[config.mk]
export PLATFORM = sky130hd
export DESIGN_NAME = sysrst_ctrl
export DESIGN_NICKNAME = d
export VERILOG_FILES = /design/src/rtl/sysrst_pkg.sv /design/src/rtl/sysrst_oneshot.sv /design/src/rtl/sysrst_flags.sv /design/src/rtl/sysrst_porcode.sv /design/src/rtl/sysrst_ctrl.sv
export SDC_FILE = /design/constraint.sdc
export NUM_CORES = 1
export LEC_CHECK = 0
export ABC_CLOCK_PERIOD_IN_PS = 1670
export BUFFER_PORTS_ARGS = -buffer_cell sky130_fd_sc_hd__buf_2
export CORE_MARGIN = 4
export CORE_UTILIZATION = 45
export DETAILED_ROUTE_END_ITERATION = 7
export HOLD_SLACK_MARGIN = 0.15
export PLACE_DENSITY = 0.73
export SETUP_SLACK_MARGIN = 0.2
export SYNTH_ARGS = -nofsm -noshare
export SYNTH_HDL_FRONTEND = slang
export SYNTH_SLANG_ARGS = --single-unit
[constraint.sdc]
create_clock -name clk -period 1.67 [get_ports clk]
set_input_delay 0.501 -clock clk [delete_from_list [all_inputs] [get_ports clk]]
set_output_delay 0.501 -clock clk [all_outputs]
set_load 0.1 [all_outputs]
[src/rtl/sysrst_pkg.sv]
package sysrst_pkg;
  // cause flag positions
  localparam int unsigned FLAG_W   = 8;
  localparam int unsigned F_POR    = 0;
  localparam int unsigned F_PIN    = 1;
  localparam int unsigned F_WDT    = 2;
  localparam int unsigned F_LVR    = 3;
  localparam int unsigned F_BOD    = 4;
  localparam int unsigned F_SYSREQ = 5;
  localparam int unsigned F_CPU    = 7;
  // control register bit positions
  localparam int unsigned C_CHIP   = 0;
  localparam int unsigned C_CPU    = 1;
  localparam int unsigned C_DMA    = 2;
  localparam int unsigned OS_N     = 2;
  // register word addresses
  localparam int unsigned REG_FLAGS = 0;
  localparam int unsigned REG_CTRL  = 1;
  localparam int unsigned REG_PORC  = 2;
endpackage

[src/rtl/sysrst_oneshot.sv]
module sysrst_oneshot #(
  parameter int unsigned PULSE_CYCLES = 2
) (
  input  logic clk,
  input  logic rst,
  input  logic fire_i,
  output logic active_o
);
  localparam int unsigned CW = (PULSE_CYCLES > 1) ? $clog2(PULSE_CYCLES) : 1;

  logic [CW-1:0] left_q;
  logic          act_q;

  always_ff @(posedge clk) begin
    if (rst) begin
      act_q  <= 1'b0;
      left_q <= '0;
    end else if (fire_i) begin
      act_q  <= 1'b1;
      left_q <= CW'(PULSE_CYCLES - 1);
    end else if (act_q) begin
      if (left_q == '0) act_q <= 1'b0;
      else              left_q <= left_q - 1'b1;
    end
  end

  assign active_o = act_q;
endmodule

[src/rtl/sysrst_flags.sv]
module sysrst_flags #(
  parameter int unsigned FLAG_W  = 8,
  parameter int unsigned POR_BIT = 0
) (
  input  logic              clk,
  input  logic              rst,
  input  logic [FLAG_W-1:0] set_i,
  input  logic [FLAG_W-1:0] clr_i,
  output logic [FLAG_W-1:0] flags_o
);
  localparam logic [FLAG_W-1:0] RST_VAL = FLAG_W'(1) << POR_BIT;

  logic [FLAG_W-1:0] flag_q;

  // only the block power-up reset touches this state; set beats clear
  always_ff @(posedge clk) begin
    if (rst) flag_q <= RST_VAL;
    else     flag_q <= (flag_q & ~clr_i) | set_i;
  end

  assign flags_o = flag_q;
endmodule

[src/rtl/sysrst_porcode.sv]
module sysrst_porcode #(
  parameter int unsigned       CODE_W = 16,
  parameter logic [CODE_W-1:0] KEY    = 16'h5AA5
) (
  input  logic              clk,
  input  logic              rst,
  input  logic              wr_i,
  input  logic [CODE_W-1:0] wdata_i,
  input  logic              chip_rst_i,
  output logic [CODE_W-1:0] code_o,
  output logic              por_en_o
);
  logic [CODE_W-1:0] code_q;

  always_ff @(posedge clk) begin
    if (rst || chip_rst_i) code_q <= '0;
    else if (wr_i)         code_q <= wdata_i;
  end

  assign code_o   = code_q;
  assign por_en_o = (code_q != KEY);
endmodule

[src/rtl/sysrst_ctrl.sv]
module sysrst_ctrl
  import sysrst_pkg::*;
#(
  parameter int unsigned       ADDR_W       = 4,
  parameter int unsigned       DATA_W       = 16,
  parameter int unsigned       CODE_W       = 16,
  parameter int unsigned       PULSE_CYCLES = 2,
  parameter logic [CODE_W-1:0] POR_KEY      = 16'h5AA5
) (
  input  logic              clk,
  input  logic              rst,
  input  logic              reg_wr_i,
  input  logic              reg_rd_i,
  input  logic [ADDR_W-1:0] reg_addr_i,
  input  logic [DATA_W-1:0] reg_wdata_i,
  output logic [DATA_W-1:0] reg_rdata_o,
  input  logic              wr_unlock_i,
  input  logic              por_req_i,
  input  logic              pin_req_i,
  input  logic              wdt_req_i,
  input  logic              lvr_req_i,
  input  logic              bod_req_i,
  input  logic              sysreq_req_i,
  output logic              sys_rst_o,
  output logic              cpu_rst_o,
  output logic              dma_rst_o
);
  localparam logic [ADDR_W-1:0] A_FLAGS = ADDR_W'(REG_FLAGS);
  localparam logic [ADDR_W-1:0] A_CTRL  = ADDR_W'(REG_CTRL);
  localparam logic [ADDR_W-1:0] A_PORC  = ADDR_W'(REG_PORC);

  logic              wr_ctrl, wr_porc, wr_flags;
  logic [OS_N-1:0]   os_fire, os_act;
  logic              dma_q;
  logic              por_en, por_hit, chip_req;
  logic [CODE_W-1:0] por_code;
  logic [FLAG_W-1:0] flag_set, flag_clr, flag_q;
  logic              sys_q, cpu_q, dma_out_q;
  logic [DATA_W-1:0] rdata_q;

  assign wr_flags = reg_wr_i && (reg_addr_i == A_FLAGS);
  assign wr_ctrl  = reg_wr_i && wr_unlock_i && (reg_addr_i == A_CTRL);
  assign wr_porc  = reg_wr_i && wr_unlock_i && (reg_addr_i == A_PORC);

  // one-shot reset bits, one per control bit position 0..OS_N-1
  for (genvar g = 0; g < OS_N; g++) begin : g_os
    assign os_fire[g] = wr_ctrl && reg_wdata_i[g];
    sysrst_oneshot #(.PULSE_CYCLES(PULSE_CYCLES)) u_os (
      .clk      (clk),
      .rst      (rst),
      .fire_i   (os_fire[g]),
      .active_o (os_act[g])
    );
  end

  assign por_hit  = por_req_i && por_en;
  assign chip_req = por_hit | pin_req_i | wdt_req_i | lvr_req_i
                  | bod_req_i | sysreq_req_i | os_act[C_CHIP];

  sysrst_porcode #(.CODE_W(CODE_W), .KEY(POR_KEY)) u_porc (
    .clk        (clk),
    .rst        (rst),
    .wr_i       (wr_porc),
    .wdata_i    (reg_wdata_i[CODE_W-1:0]),
    .chip_rst_i (chip_req),
    .code_o     (por_code),
    .por_en_o   (por_en)
  );

  always_comb begin
    flag_set           = '0;
    flag_set[F_POR]    = por_hit | os_act[C_CHIP];
    flag_set[F_PIN]    = pin_req_i;
    flag_set[F_WDT]    = wdt_req_i;
    flag_set[F_LVR]    = lvr_req_i;
    flag_set[F_BOD]    = bod_req_i;
    flag_set[F_SYSREQ] = sysreq_req_i;
    flag_set[F_CPU]    = os_act[C_CPU];
    flag_clr           = wr_flags ? reg_wdata_i[FLAG_W-1:0] : '0;
  end

  sysrst_flags #(.FLAG_W(FLAG_W), .POR_BIT(F_POR)) u_flags (
    .clk     (clk),
    .rst     (rst),
    .set_i   (flag_set),
    .clr_i   (flag_clr),
    .flags_o (flag_q)
  );

  // level-held DMA reset bit; a chip reset returns it to 0
  always_ff @(posedge clk) begin
    if (rst || chip_req) dma_q <= 1'b0;
    else if (wr_ctrl)    dma_q <= reg_wdata_i[C_DMA];
  end

  // registered reset outputs, held high through block power-up
  always_ff @(posedge clk) begin
    if (rst) begin
      sys_q     <= 1'b1;
      cpu_q     <= 1'b1;
      dma_out_q <= 1'b1;
    end else begin
      sys_q     <= chip_req;
      cpu_q     <= chip_req | os_act[C_CPU];
      dma_out_q <= chip_req | dma_q;
    end
  end

  always_ff @(posedge clk) begin
    if (rst) rdata_q <= '0;
    else if (reg_rd_i) begin
      case (reg_addr_i)
        A_FLAGS: rdata_q <= DATA_W'(flag_q);
        A_CTRL:  rdata_q <= DATA_W'({dma_q, os_act[C_CPU], os_act[C_CHIP]});
        A_PORC:  rdata_q <= DATA_W'(por_code);
        default: rdata_q <= '0;
      endcase
    end
  end

  assign sys_rst_o   = sys_q;
  assign cpu_rst_o   = cpu_q;
  assign dma_rst_o   = dma_out_q;
  assign reg_rdata_o = rdata_q;
endmodule

==> impl_metrics.ini, run 1 <==
[hold_path]
hold_start = reg_wdata_i[6]
hp-class = primary input to flop
holdPathEnd = u_flags.flags_o[6]
hold_depth = 2

[clocking]
cts_sinks = 48
cts_root_buf = clkbuf_8
cts_tree = done
clkTransAtPathRegs_ns = 0.08
cts_hold_buf = 0
htreeDepth = 2
cts_buffers = 5
clock_latency_ns = 0.30
clockBufferDepth = 2

[power_and_ir_drop]
p_leak_nw = 1.106
ir_drop_mv = 0.5449
powerDensity_nw_per_um2 = 816.7
total_power_mw = 2.026

[routing]
drt_iter0_drc = 78
firstDrtPassIters = 4
vias_per_cell = 5.161
routed_wl_um = 4630
drc_errors = 0
vias = 1631
ant_nets = 0
drt-wirelength-per-cell_um = 14.65

[yosys]
syn_nets = 231
synth_enable_flop_cells = 0
yosys_warnings = 0
synth_area_per_cell_um2 = 9.328
synthDominantCellAreaShare_pct = 51.51
synth_cell_type_count = 26
syn_area_um2 = 1866
ys_ff_latch = 48
synth_most_common_cell = dfxtp_1
synthArstFlopShare_pct = 0
ys.flop_type = dfxtp_1
synth.yosys.seq_area_share_pct = 51.51
synth_top_area_cell = dfxtp_1
synthCells = 200
yosys-top-cells-area = dfxtp_1 (52%), mux2i_1 (13%), nor2_1 (7.8%)
synthTopCellsByCount = dfxtp_1 (48), nor2_1 (39), mux2i_1 (25)

[finish]
drive_above_1_share_pct = 30.08
fin_cells = 316
stdcell_area_um2 = 2481
area_delta_synth_final_pct = 33.00
fin_util_pct = 62.03
antenna_cells = 0
num-nets-final = 296

[critical_path]
reg2reg_depth = 7
crit-reg2reg-capture = u_flags.flags_o[0]
slowest_stage = or4b_1
cp-start-kind = flop
cp_common_cell = buf_4
critical_path_buf_inv_count = 4
worstPathRequired_ns = 1.85
reg2reg_slack_ns = -0.03
cp_cell_sequence = or4b_1 -> o41ai_2 -> buf_4 -> buf_4 -> buf_4 -> buf_4 -> nand3_1
critPathMaxStageDelay_ns = 0.53
worstSetupPathType = flop to flop
end_kind = flop
rr_startpoint = u_porc.code_o[15]
path_max_fanout = 2
crit_arrival_ns = 1.88
critical_path.top_delay_family = simple AND/OR/NAND/NOR gates

[timing]
tightest_slew_ns = 0.3258
finalCritPeriodShare_pct = 101.6
fin_crit_ns = 1.697
holdWs_ns = 0.4048
maxSlewViolCount = 0
relSlewSlack_pct = 78.20
max_freq_mhz = 589.4
hold_viol = 0
layout_setup_ws_ns = -0.02677
finalSetupTns_ns = -0.05760
fin_worst_skew_ns = 0.007433
rsz0062_at_grt = yes
setup_viol = 6

[global_routing]
grt.total_usage_pct = 19.28
grt_pass1_vias = 1608
grt_max_degree = 17
grt_pass1_wl_um = 7631
antenna_found_initial = 0
overflow = 0

[floorplan]
core_area_um2 = 4000
die_h_um = 72.39
io_pins = 50
rows = 23
die-width_um = 72.39
dieArea_um2 = 5240
start_util_pct = 46.64

[placement]
dpl.cell_count = 304
placement.cell_area_um2 = 2280
dp_hpwl_um = 3481
portBuffers = 49
place.gp.congestion = 0.8235
post-place-ws_ns = -0.004894

[run_status]
violations = setup timing
status = complete, but fails checks

[job]
maxCapViolCount = 0
-- per-layer routing --
metal	vias to the layer above	wire, um	global-route usage, %
met5	-	0	0
met4	0	68	6.762
met3	7	259	5.402
met2	43	2150	30.13
met1	771	2152	25.58
li1	810	-	-
-- state kept, by name, summed over array words and instances, names as in the netlist --
register	flops
cpu_rst_o	1
sys_rst_o	1
g_os.u_os.active_o	2
u_porc.code_o	16
dma_rst_o	1
reg_rdata_o	16
dma_q	1
g_os.u_os.left_q	2
u_flags.flags_o	8
-- layout make-up --
class / count / area (um2)
inverter: 1 / 3.754
multi-input combinational: 141 / 882.1
sequential: 48 / 960.9
clock buffer: 8 / 90.09
tap: 50 / 62.56
fill: 349 / 1519
timing repair buffer: 68 / 481.7
-- cell families after synthesis --
kind of cell    after synthesis  share of synthesized area [%]
simple gates                 85                          22.87
flops                        48                          51.51
compound gates               31                          9.725
mux                          25                          13.41
buf+inv                      11                          2.481
-- worst reg2reg max path, delay by kind of cell (launching register included) --
| kind | cells | cell delay, ns |
|---|---|---|
| flip-flops | 1 | 0.31 |
| buffers and inverters | 4 | 0.43 |
| AO/OA/AOI/OAI | 1 | 0.25 |
| AND/OR/NAND/NOR | 2 | 0.59 |
-- repair_timing --
action                     CTS  global route
pin swaps                    0             1
resized for setup           19             9
buffers inserted             3             1
setup endpoints to repair   39            30
-- cell usage in the layout (no fill, tap or decap), drive strengths merged --
cell type   n
and2        1
nand3       9
or2         2
clkbuf      8
nor2       39
and4b       1
a311oi      1
nor2b      12
nand4bb     2
nand4       1
nand4b      1
o2bb2ai     3
buf        68
o21ai       5
mux2i      25
nor3        1
nor3b       2
a21oi      21
nand2b      2
or4b        1
nand2      11
dfxtp      48
o41ai       1
inv         1
-- where the power goes --
group | total, mW | internal, mW | switching (mW)
registers | 1.16 | 1.15 | 0.00684
clock network | 0.706 | 0.338 | 0.368
logic | 0.160 | 0.0725 | 0.0871
total | 2.03 | 1.56 | 0.462
-- worst max-delay path by stage --
stage | from | to | cells after the start
3_3_place_gp | u_porc.code_o[15] | u_porc.code_o[1] | 5
6_report | u_porc.code_o[15] | u_flags.flags_o[0] | 7
3_5_place_dp | u_porc.code_o[15] | u_porc.code_o[12] | 5
4_1_cts | u_porc.code_o[15] | u_porc.code_o[12] | 5
2_1_floorplan | u_porc.code_o[15] | cpu_rst_o | 5
5_1_grt | u_porc.code_o[15] | u_porc.code_o[10] | 5
Power figures use the tool's default switching activity.
==> inputs of run 2 (changes only) <==
Settings changed: PLACE_DENSITY 0.73 to 0.71.
==> run 2 against run 1 <==
The flow still finishes with violations (setup timing). Highest routed layer unchanged. Core utilization increased by 2.0 points. Non-clock buffer count increased by 3. Worst setup slack got worse by 0.095 ns. Worst hold slack got worse by 0.0084 ns. Clock-buffer cell count decreased by 2. Critical path depth decreased by 2. Power decreased by 2.4%. Largest cell class unchanged. Flip-flop and latch count unchanged. Via count decreased by 0.49%. Die area unchanged.
==> impl_metrics.ini, run 2 (synthesized netlist as in run 1, its figures left out) <==
[timing]
setup_viol = 20
layout_setup_ws_ns = -0.1220
relSlewSlack_pct = 78.26
maxSlewViolCount = 0
tightest_slew_ns = 0.3248
fin_worst_skew_ns = 0.004443
fin_crit_ns = 1.792
finalSetupTns_ns = -1.495
hold_viol = 0
rsz0062_at_grt = yes
max_freq_mhz = 558.0
finalCritPeriodShare_pct = 107.3

[power_and_ir_drop]
powerDensity_nw_per_um2 = 773.0
p_leak_nw = 1.142
swShare_pct = 23.44
ir_drop_mv = 0.6953
p_switching_mw = 0.4638
power.share.combinational_pct = 8.5
total_power_mw = 1.979
p_int_mw = 1.515
clockPowerShare_pct = 32.9
seqPwrFrac_pct = 58.6

[clocking]
clkTransAtPathRegs_ns = 0.08
htreeDepth = 2
cts_root_buf = clkbuf_8
cts_sinks = 48
clock_latency_ns = 0.30
cts_tree = done
clockBufferDepth = 2
cts_buffers = 5
cts_hold_buf = 0

[global_routing]
grt_pass1_wl_um = 7928
use_met2_pct = 32.36
antenna_found_initial = 0
grtUsageMet1_pct = 25.43
use_met3_pct = 4.294
overflow = 0
grt_max_degree = 17
grt.total_usage_pct = 19.79
grt_pass1_vias = 1618
grt.busiest_layer = met2

[finish]
antenna_cells = 0
fillers = 357
final_common_cell = dfxtp_1
area_delta_synth_final_pct = 37.22
drive_above_1_share_pct = 36.57
num-nets-final = 299
final_cell_mix = dfxtp_1 (47), buf_2 (30), buf_4 (29)

[floorplan]
die-width_um = 72.39
io_pins = 50
rows = 23
dieArea_um2 = 5240
die_h_um = 72.39
start_util_pct = 46.64
core_area_um2 = 4000

[run_status]
violations = setup timing
status = complete, but fails checks

[job]
maxCapViolCount = 0

[critical_path]
cp-start-kind = flop
slowest_stage = or4b_4
critPathMaxStageDelay_ns = 0.54
end_kind = flop
worstSetupPathType = flop to flop
crit_arrival_ns = 1.98
path_max_fanout = 6
cp_cell_sequence = or4b_4 -> o41ai_4 -> nand4_1 -> buf_6 -> or2_1
worstPathRequired_ns = 1.86

[routing]
drc_errors = 0
vias = 1623
routed_wl_um = 4844
ant_nets = 0
firstDrtPassIters = 4
drt_iter0_drc = 70
vias_per_cell = 5.104
drt-wirelength-per-cell_um = 15.23

[placement]
place.gp.congestion = 0.7632
dp_hpwl_um = 3520
portBuffers = 49
post-place-ws_ns = -0.03965

[hold_path]
hp-class = primary input to flop
[run 2: cell count changes in the layout (fill, tap and decap cells not counted), moves of 2 or more]
cell,before,now
nor2_1,38,26
nor2_2,1,11
buf_6,9,11
nor2_4,0,2
[run 2: repair_timing]
action                     4_1_cts  5_1_grt
setup endpoints to repair       39       25
gates cloned                     1        0
setup buffers                    4        1
gates resized for setup         28       21
pin swaps                        5        4
[run 2: worst paths after layout]
kind | start | endpoint | slack [ns] | cells after the start
worst max-delay path | u_porc.code_o[15] | cpu_rst_o | -0.12 | 5
worst min-delay path | reg_wdata_i[6] | u_flags.flags_o[6] | 0.40 | 2
worst max register to register | u_porc.code_o[15] | cpu_rst_o | -0.12 | 5
worst min register to register | u_flags.flags_o[6] | u_flags.flags_o[6] | 0.44 | 2
[run 2: metrics by stage]
step	util (%)	area [um2]	hold WS [ns]	std cells
2_1_floorplan	-	1899	0.4135	200
3_3_place_gp	57.18	2287	0.4220	305
3_5_place_dp	57.18	2287	0.4249	305
4_1_cts	62.15	2486	0.3990	317
5_1_grt	64.00	2560	0.4036	318
6_report	64.00	2560	0.3964	318
[run 2: critical path, delay by kind of cell, from the launching register on]
family / cells / cell delay (ns)
and+or+nand+nor: 3 / 0.92
AOI/OAI and AO/OA: 1 / 0.26
DFF: 1 / 0.33
buffers and inverters: 1 / 0.17
[run 2: metal layers]
metal / part of all wire (%) / vias up
met2: 48 / 42
met4: 1.8 / 0
li1: - / 822
met1: 45 / 749
met5: 0 / -
met3: 5.1 / 10
[run 2: area by class of cell]
cell class	count	area, um2	area share (%)
Tap cell	50	62.56	2.444
Timing Repair Buffer	71	511.7	19.99
Inverter	1	3.754	0.1466
Clock buffer	6	72.57	2.835
Sequential cell	48	962.2	37.59
Clock inverter	1	5.005	0.1955
Multi-Input combinational cell	141	942.2	36.80
[run 2: power by group through the flow]
stage | combinational [mW] | clock (mW) | sequential, mW
after floorplan | 0.0641 | 0 | 1.20
after global placement | 0.151 | 0 | 1.19
after detailed placement | 0.152 | 0 | 1.19
after CTS | 0.163 | 0.654 | 1.16
after global routing | 0.183 | 0.701 | 1.16
final | 0.168 | 0.650 | 1.16
==> inputs of run 3 (changes only) <==
Settings changed: CORE_MARGIN 4 to 1.5.
==> run 3 against run 2 <==
The run still ends with setup timing left. Sequential power is essentially flat. Sequential share of layout area grew 0.20 points. Cell area shrank 0.54%. Global-route usage grew 2.2 points. Core utilization shrank 0.34 points. Non-clock buffer count shrank 2. Flip-flop and latch count is the same. Clock power grew 14%. Worst hold slack gained 0.015 ns. Die area shrank 13%. Critical path depth is the same. Cell count shrank 0.63%. Critical path type unchanged. Critical endpoint unchanged. Highest routed layer unchanged.
==> impl_metrics.ini, run 3 (synthesized netlist as in run 1, its figures left out) <==
[timing]
layout_setup_ws_ns = -0.09460
finalSetupTns_ns = -1.222
relSlewSlack_pct = 78.89
fin_worst_skew_ns = 0.002904
max_freq_mhz = 566.7
tightest_slew_ns = 0.3155
maxSlewViolCount = 0
setup_viol = 19
finalCritPeriodShare_pct = 105.7
rsz0062_at_grt = yes
hold_viol = 0
fin_crit_ns = 1.765

[global_routing]
grt_max_degree = 17
grtUsageMet1_pct = 28.59
use_met3_pct = 4.167
use_met2_pct = 36.14
grt.total_usage_pct = 21.99
overflow = 0
antenna_found_initial = 0
grt.busiest_layer = met2
grt_pass1_wl_um = 7286
grt_pass1_vias = 1557

[clocking]
htreeDepth = 2
clock_latency_ns = 0.30
clockBufferDepth = 2
clkTransAtPathRegs_ns = 0.08
cts_root_buf = clkbuf_8
cts_sinks = 48
cts_tree = done
cts_buffers = 5

[critical_path]
critical_path.top_delay_family = simple AND/OR/NAND/NOR gates
critPathMaxStageDelay_ns = 0.53
critical_path_buf_inv_count = 1
cp-start-kind = flop
end_kind = flop
worstPathRequired_ns = 1.87
slowest_stage = or4b_1
path_max_fanout = 6
crit_arrival_ns = 1.96
cp_cell_sequence = or4b_1 -> o41ai_2 -> nand4_1 -> buf_6 -> or2_1
reg2reg_slack_ns = -0.09
worstSetupPathType = flop to flop

[routing]
drt_iter0_drc = 85
vias = 1604
drc_errors = 0
ant_nets = 0
drt-wirelength-per-cell_um = 14.48
routed_wl_um = 4576
vias_per_cell = 5.076
firstDrtPassIters = 4

[placement]
place.gp.congestion = 0.7776
dp_hpwl_um = 3351
post-place-ws_ns = -0.07624
portBuffers = 49
placement.cell_area_um2 = 2302

[finish]
final_cell_mix = dfxtp_1 (47), buf_2 (30), nor2_1 (27), buf_4 (27), mux2i_1 (25)
final_common_cell = dfxtp_1
drive_above_1_share_pct = 35.34
stdcell_area_um2 = 2546
fin_util_pct = 63.65
num-nets-final = 297
area_delta_synth_final_pct = 36.49
antenna_cells = 0

[job]
maxCapViolCount = 0

[run_status]
status = complete, but fails checks
violations = setup timing

[power_and_ir_drop]
total_power_mw = 2.058
p_leak_nw = 1.123
powerDensity_nw_per_um2 = 808.1
ir_drop_mv = 0.5452

[floorplan]
die-width_um = 67.39
start_util_pct = 46.64
dieArea_um2 = 4541
die_h_um = 67.39
io_pins = 50
rows = 23
core_area_um2 = 4000

[hold_path]
hp-class = primary input to flop
## run 3: cell type report
cell class	instances	area (um2)
Clock buffer	7	96.34
Fill cell	355	1454
Inverter	1	3.754
Multi-Input combinational cell	141	924.6
Sequential cell	48	962.2
Tap cell	50	62.56
Timing Repair Buffer	69	496.7
## run 3: path summary, 6_finish.rpt
check | startpoint | end | cells past startpoint
max | u_porc.code_o[15] | cpu_rst_o | 5
min | reg_wdata_i[6] | u_flags.flags_o[6] | 2
max reg2reg | u_porc.code_o[15] | cpu_rst_o | 5
min reg2reg | u_flags.flags_o[6] | u_flags.flags_o[6] | 2
## run 3: worst reg2reg max path, stage by stage, from the launching register on
cell     delay [ns]
dfxtp_2        0.33
or4b_1         0.53
o41ai_2        0.27
nand4_1        0.17
buf_6          0.17
or2_1          0.20
## run 3: timing repair
action,4_1_cts,5_1_grt
gates resized for setup,21,25
pin swaps,0,5
cloned,1,0
hold buffers,0,0
setup endpoints to repair,39,27
setup buffers,1,0
## run 3: routing by layer
layer  routed length [um]  share of wire, %
met5                    0                 0
met2                 2186                48
met4                   64               1.4
met1                 2142                47
met3                  182               4.0
## run 3: stage by stage
stage	hold WS [ns]	std cells
after detailed placement	0.4324	307
final	0.4117	316
after floorplan	0.4135	200
after global placement	0.4246	307
after CTS	0.4055	316
after global routing	0.3993	316
## run 3: power by group
group / leakage (nW) / switching (mW) / internal (mW)
Sequential: 0.389 / 0.00607 / 1.15
Clock: 0.0503 / 0.371 / 0.369
Combinational: 0.684 / 0.0882 / 0.0694
Total: 1.12 / 0.465 / 1.59
